--- src/rtl/xcvr_pkg.sv ---
// Shared types for the latched transceiver bank.
// Assumes single-bit channels; the source select names the side the stage loads from.
package xcvr_pkg;
    typedef enum logic {
        SRC_FROM_A = 1'b0,
        SRC_FROM_B = 1'b1
    } load_src_e;

    // Map the A-side enable onto the load source.
    function automatic load_src_e src_of(input logic a_enable);
        return a_enable ? SRC_FROM_B : SRC_FROM_A;
    endfunction
endpackage

--- src/rtl/xcvr_src_mux.sv ---
// Selects the data the storage stage loads for one channel.
// Assumes the A-side enable alone decides the direction of travel.
module xcvr_src_mux
    import xcvr_pkg::*;
(
    input  logic a_oe,
    input  logic a_in,
    input  logic b_in,
    output logic d_sel
);
    load_src_e src;

    // Choose the load source from the A-side enable.
    always_comb begin
        src   = src_of(a_oe);
        d_sel = (src == SRC_FROM_B) ? b_in : a_in;
    end
endmodule

--- src/rtl/xcvr_latch_cell.sv ---
// Storage stage for one channel: a register that loads while open (open_n low).
// Assumes a synchronous active-low reset to RESET_LEVEL.
module xcvr_latch_cell #(
    parameter logic RESET_LEVEL = 1'b1
) (
    input  logic clk,
    input  logic rst_n,
    input  logic open_n,
    input  logic d,
    output logic q
);
    // Load on an open edge, hold otherwise.
    always_ff @(posedge clk) begin
        if (!rst_n)
            q <= RESET_LEVEL;
        else if (!open_n)
            q <= d;
    end
endmodule

--- src/rtl/xcvr_port_drive.sv ---
// Output stage for one channel: gated push-pull A data and open-drain B pull-low.
// Assumes a released A side reads 0 and a stored 1 releases the B line.
module xcvr_port_drive (
    input  logic q,
    input  logic a_oe,
    input  logic b_oe_n,
    output logic a_out,
    output logic b_pull_low
);
    // Gate A data and form the B pull-low from the stored value.
    always_comb begin
        a_out      = a_oe & q;
        b_pull_low = ~b_oe_n & ~q;
    end
endmodule

--- src/rtl/xcvr_loop_detect.sv ---
// Flags channels where both sides drive while the stage is open.
// Assumes the flag is a function of the current inputs only.
module xcvr_loop_detect #(
    parameter int NUM_CH = 3
) (
    input  logic [NUM_CH-1:0] lat_open_n,
    input  logic [NUM_CH-1:0] a_oe,
    input  logic [NUM_CH-1:0] b_oe_n,
    output logic [NUM_CH-1:0] loop_flag
);
    // Detect the feedback path per channel.
    always_comb begin
        loop_flag = a_oe & ~b_oe_n & ~lat_open_n;
    end
endmodule

--- src/rtl/latched_xcvr_bank.sv ---
// Bank of independent latched bidirectional transceiver channels.
// Each channel: source mux -> storage stage -> port drive. Loop detection covers all channels.
// Assumes pads and bus resolution live outside; the B input is already resolved.
module latched_xcvr_bank #(
    parameter int   NUM_CH      = 3,
    parameter logic RESET_LEVEL = 1'b1
) (
    input  logic              clk,
    input  logic              rst_n,
    input  logic [NUM_CH-1:0] lat_open_n,
    input  logic [NUM_CH-1:0] a_oe,
    input  logic [NUM_CH-1:0] b_oe_n,
    input  logic [NUM_CH-1:0] a_in,
    input  logic [NUM_CH-1:0] b_in,
    output logic [NUM_CH-1:0] a_out,
    output logic [NUM_CH-1:0] b_pull_low,
    output logic [NUM_CH-1:0] loop_flag
);
    logic [NUM_CH-1:0] d_sel;
    logic [NUM_CH-1:0] latch_q;

    for (genvar i = 0; i < NUM_CH; i++) begin : g_ch
        xcvr_src_mux u_mux (
            .a_oe  (a_oe[i]),
            .a_in  (a_in[i]),
            .b_in  (b_in[i]),
            .d_sel (d_sel[i])
        );

        xcvr_latch_cell #(.RESET_LEVEL(RESET_LEVEL)) u_cell (
            .clk    (clk),
            .rst_n  (rst_n),
            .open_n (lat_open_n[i]),
            .d      (d_sel[i]),
            .q      (latch_q[i])
        );

        xcvr_port_drive u_drv (
            .q          (latch_q[i]),
            .a_oe       (a_oe[i]),
            .b_oe_n     (b_oe_n[i]),
            .a_out      (a_out[i]),
            .b_pull_low (b_pull_low[i])
        );
    end

    xcvr_loop_detect #(.NUM_CH(NUM_CH)) u_loop (
        .lat_open_n (lat_open_n),
        .a_oe       (a_oe),
        .b_oe_n     (b_oe_n),
        .loop_flag  (loop_flag)
    );
endmodule

--- config.mk ---
export PLATFORM = sky130hd
export DESIGN_NAME = latched_xcvr_bank
export DESIGN_NICKNAME = d
export VERILOG_FILES = /design/src/rtl/xcvr_pkg.sv /design/src/rtl/xcvr_src_mux.sv /design/src/rtl/xcvr_latch_cell.sv /design/src/rtl/xcvr_port_drive.sv /design/src/rtl/xcvr_loop_detect.sv /design/src/rtl/latched_xcvr_bank.sv
export SDC_FILE = /design/constraint.sdc
export NUM_CORES = 1
export LEC_CHECK = 0
export BUFFER_PORTS_ARGS = -buffer_cell sky130_fd_sc_hd__buf_2
export CAP_MARGIN = 20
export CORE_AREA = 2 2 39 41
export CTS_BUF_LIST = sky130_fd_sc_hd__clkbuf_4 sky130_fd_sc_hd__clkbuf_8
export DETAILED_ROUTE_END_ITERATION = 6
export DIE_AREA = 0 0 41 43
export GPL_TIMING_DRIVEN = 0
export RECOVER_POWER = 100
export SKIP_CTS_REPAIR_TIMING = 1
export SYNTH_ARGS = -nofsm -noshare
export SYNTH_HDL_FRONTEND = slang
export SYNTH_SLANG_ARGS = --single-unit
--- constraint.sdc ---
create_clock -name clk -period 0.9 [get_ports clk]
set_input_delay 0.135 -clock clk [delete_from_list [all_inputs] [get_ports clk]]
set_output_delay 0.135 -clock clk [all_outputs]
set_load 0.02 [all_outputs]
Yosys cells after proc, flatten, opt, wreduce, memory -nomap -nowiden
Cells that the tools add are included.
{"block": "word_totals", "register_bits": 3, "latchBits": 0, "ramBits": 0, "mem_bits_ro": 0, "input_bits": 17, "out_inout_bits": 9, "word_cells": 25, "memories": 0}
{"block": "op_classes", "addsub": 0, "multipliers": 0, "div": 0, "n_lt_le_gt_ge": 0, "n_eq_ne": 0, "n_shift": 0, "n_mux": 6, "bitwise": 16, "reduce_logical": 0}
{"operator": "1-bit AND", "n": 6}
{"operator": "3-bit AND", "n": 2}
{"operator": "1-bit 2-to-1 mux", "n": 6}
{"operator": "1-bit NOT", "n": 6}
{"operator": "3-bit NOT", "n": 2}

Depth between registers and ports, before layout
{"block": "logic_depth", "depth_word": 3, "depth_mapped": 2, "depth_no_buf": 2}

Cells and area by module
A second synthesis with hierarchy kept.
{"block": "hier_totals", "hier_cells": 21, "hier_area_um2": 214.0}
{"module": "xcvr_latch_cell", "instances": 3, "cells_per_inst": 3, "area_per_inst_um2": 33.8}
{"module": "xcvr_src_mux", "instances": 3, "cells_per_inst": 1, "area_per_inst_um2": 15.0}
{"module": "xcvr_loop_detect", "instances": 1, "cells_per_inst": 3, "area_per_inst_um2": 37.5}
{"module": "xcvr_port_drive", "instances": 3, "cells_per_inst": 2, "area_per_inst_um2": 10.0}

Worst setup path before layout
OpenSTA, ideal clock, no wires.
{"block": "synth_path", "kind": "input to output", "from": "in lat_open_n[0]", "to": "out loop_flag[0]", "t_arrival_ps": 662, "t_required_ps": 765, "setup_slack_ps": 103, "cell_stages": 1, "path_cell_list": "nor3b_1"}
{"block": "synth_via", "elab_chain_cells": 2}
{"item": "start, declared", "line": "latched_xcvr_bank.sv:10", "source": "input logic [NUM_CH-1:0] lat_open_n,"}
{"item": "3-bit NOT", "line": "xcvr_loop_detect.sv:13", "source": "loop_flag = a_oe & ~b_oe_n & ~lat_open_n;"}
{"item": "3-bit AND", "line": "xcvr_loop_detect.sv:13"}
{"item": "end, declared", "line": "latched_xcvr_bank.sv:17", "source": "output logic [NUM_CH-1:0] loop_flag"}
Every way passes these cells.

Worst setup path after layout
{"block": "layout_path", "from": "reg g_ch[0].u_cell.q", "to": "out a_out[0]"}
{"block": "layout_via", "elab_chain_cells": 1}
{"item": "start, declared", "line": "xcvr_latch_cell.sv:10", "source": "output logic q"}
{"item": "start signal, assigned", "line": "xcvr_latch_cell.sv:15", "source": "q <= RESET_LEVEL;"}
{"item": "start signal, assigned", "line": "xcvr_latch_cell.sv:17", "source": "q <= d;"}
{"item": "1-bit AND", "line": "xcvr_port_drive.sv:12", "source": "a_out = a_oe & q;"}
{"item": "end, declared", "line": "latched_xcvr_bank.sv:15", "source": "output logic [NUM_CH-1:0] a_out,"}
Every way passes these cells.

==> flow_summary.toml <==
[run_status]
status = "complete, but fails checks"
violations = "setup timing"

[routing]
wl_per_cell_um = 9.43
ant_nets = 0
top_layer = "met4"
num_vias = 283
met1_length_um = 215
drc_errors = 0
wl_met2_um = 343
viasPerCell = 4.10
drt_pre_antenna_iters = 4
drt_wl_total_um = 651
wl_met3_um = 84
drt_iter0_drc = 6

[layout]
syn2layout_area_growth_pct = 76.4
final_util = 0.311
fin_nets = 71
regMostFlops = "g_ch.u_cell.q"
drive_gt1_frac = 0.717
n_fill_cell = 163
n_antenna_cell = 0
largest_reg_flops = 3
top_regs = "g_ch.u_cell.q x3"
stdcell_area_um2 = 430

[synth]
yosysTopAreaCellShare = 0.246
ys_warn_count = 0
synth_area_um2 = 244
syn_area_per_cell_um2 = 8.13
syn_inst = 30
ys_ff_latch = 3
yosysMostFrequentCell = "buf_4"
synth_edf_count = 0
synthArstFlopShare = 0
synth-main-ff-cell = "dfxtp_1"
synth_nets = 47
synth_area_leaders = "dfxtp_1 25%, buf_4 18%, mux2i_1 12%, and3b_1 11%, nor3b_1 9.2%"
synth_cell_types = 9
synth_area_leader_cell = "dfxtp_1"
seq_area_frac_synth = 0.246

[clock_tree]
cts_buffers = 3
root_buffer = "clkbuf_4"
clock_sinks = 3
cts_htree_levels = 1
clk_pin_slew_ps = 40
cts_tree = "yes"
clock_path_buffers = 2
worstSkewPairLatency_ps = 240

[global_routing]
antenna_found_initial = 0
grt_max_degree = 7
track_usage = 0.0822
grt_pass1_vias = 228
grt_overflow = 0
grt_pass1_wl_um = 848

[timing]
setup_tns_ps = -140
slew_headroom = 0.903
rsz0062_at_grt = "yes"
final.setup_skew_ps = 0
slew_viol_final = 0
fin_crit_ps = 951
worst_pin_slew_ps = 141
hold_viol = 0
setup_slack_ps = -50.5
fmax_mhz = 1050
setup_viol = 4
min_period_over_period = 1.06

[floorplan]
fp.coreArea_um2 = 1380
die_w_um = 41
ios = 26
dieArea_um2 = 1760
rows = 14
dieHeight_um = 43
initial_core_util = 0.176

[hold_path]
min_path_cells = 3
worstHoldPathType = "primary input to register"

[power_and_ir_drop]
p_per_area_nw_per_um2 = 1360
total_power_mw = 0.586
p_leak_nw = 0.242
ir_worst_vdd_v = 0.000796

[place]
pre_cts_ws_ps = 65.9
portBuffers = 25
placed_cell_area_um2 = 389
dp_hpwl_um = 511
place.gp.congestion = 0.658

[critical_path]
regToRegStartpoint = "g_ch[1].u_cell.q"
path_cells = "and2_4 > buf_6"
critPathCaptureType = "output port"
crit_buf_inv = 1
cp_num_cells = 2
crit_end = "a_out[0]"
cp_slowest_stage_delay_ps = 340
cp-startpoint = "g_ch[0].u_cell.q"
crit_type = "register to output port"
cp_top_family = "flip-flops"
worstSetupStartpointType = "register"
cp.required_ps = 760
cp_max_fo = 3
reg2reg_depth = 2
worst_r2r_endpoint = "g_ch[1].u_cell.q"
slowest_stage = "dfxtp_2"
ff2ff_setup_slack_ps = 190
cp.arrival_ps = 820

[job]
cap_viol_max_count = 0
stage by stage:
step	hold WS (ps)	instances
floorplan	241	30
finish	148	69
CTS	139	75
detailed placement	403	71
global placement	398	71
global route	140	69
logic make-up after synthesis:
logic type | synth area share
muxes | 0.123
and+or+nand+nor | 0.323
buffers and inverters | 0.231
DFF | 0.246
AOI/OAI and AO/OA | 0.0769
layout make-up:
class | instances | area [um^2] | area share
timing repair buffer | 25 | 163 | 0.378
multi-input combinational | 18 | 143 | 0.331
sequential | 3 | 63.8 | 0.148
clock buffer | 4 | 30.0 | 0.0698
tap | 16 | 20.0 | 0.0465
inverter | 3 | 11.3 | 0.0262
report_power, final:
| group | internal (mW) | leakage [nW] | switching [mW] |
|---|---|---|---|
| clock | 0.197 | 0.0184 | 0.0773 |
| sequential | 0.145 | 0.0238 | 0.00754 |
| combinational | 0.0890 | 0.199 | 0.0710 |
| total | 0.431 | 0.242 | 0.156 |
placed cells by master, fill, tap and decap left out:
cell type / n
mux2i_1: 3
buf_6: 6
inv_1: 3
nor3b_1: 3
dfxtp_2: 3
nor2_2: 3
clkbuf_4: 4
and2_4: 3
and3b_1: 3
buf_2: 19
a31oi_1: 3
worst min-delay path by stage:
stage | end | slack [ps] | from
floorplan | g_ch[0].u_cell.q | 240 | rst_n
detailed placement | g_ch[0].u_cell.q | 400 | rst_n
finish | g_ch[0].u_cell.q | 150 | lat_open_n[0]
CTS | g_ch[0].u_cell.q | 140 | rst_n
global route | g_ch[0].u_cell.q | 140 | rst_n
global placement | g_ch[1].u_cell.q | 400 | lat_open_n[1]
worst min-delay path: cells and delay by family:
| kind | cells | cell delay [ps] |
|---|---|---|
| compound gates | 1 | 60 |
| buf+inv | 2 | 160 |
metal layers:
metal	vias to the layer above	GRT usage
met3	2	0.0942
met4	0	0.0600
met5	-	0
met1	126	0.0577
met2	14	0.116
li1	141	-
No activity file was read; power rests on OpenSTA's default activity.
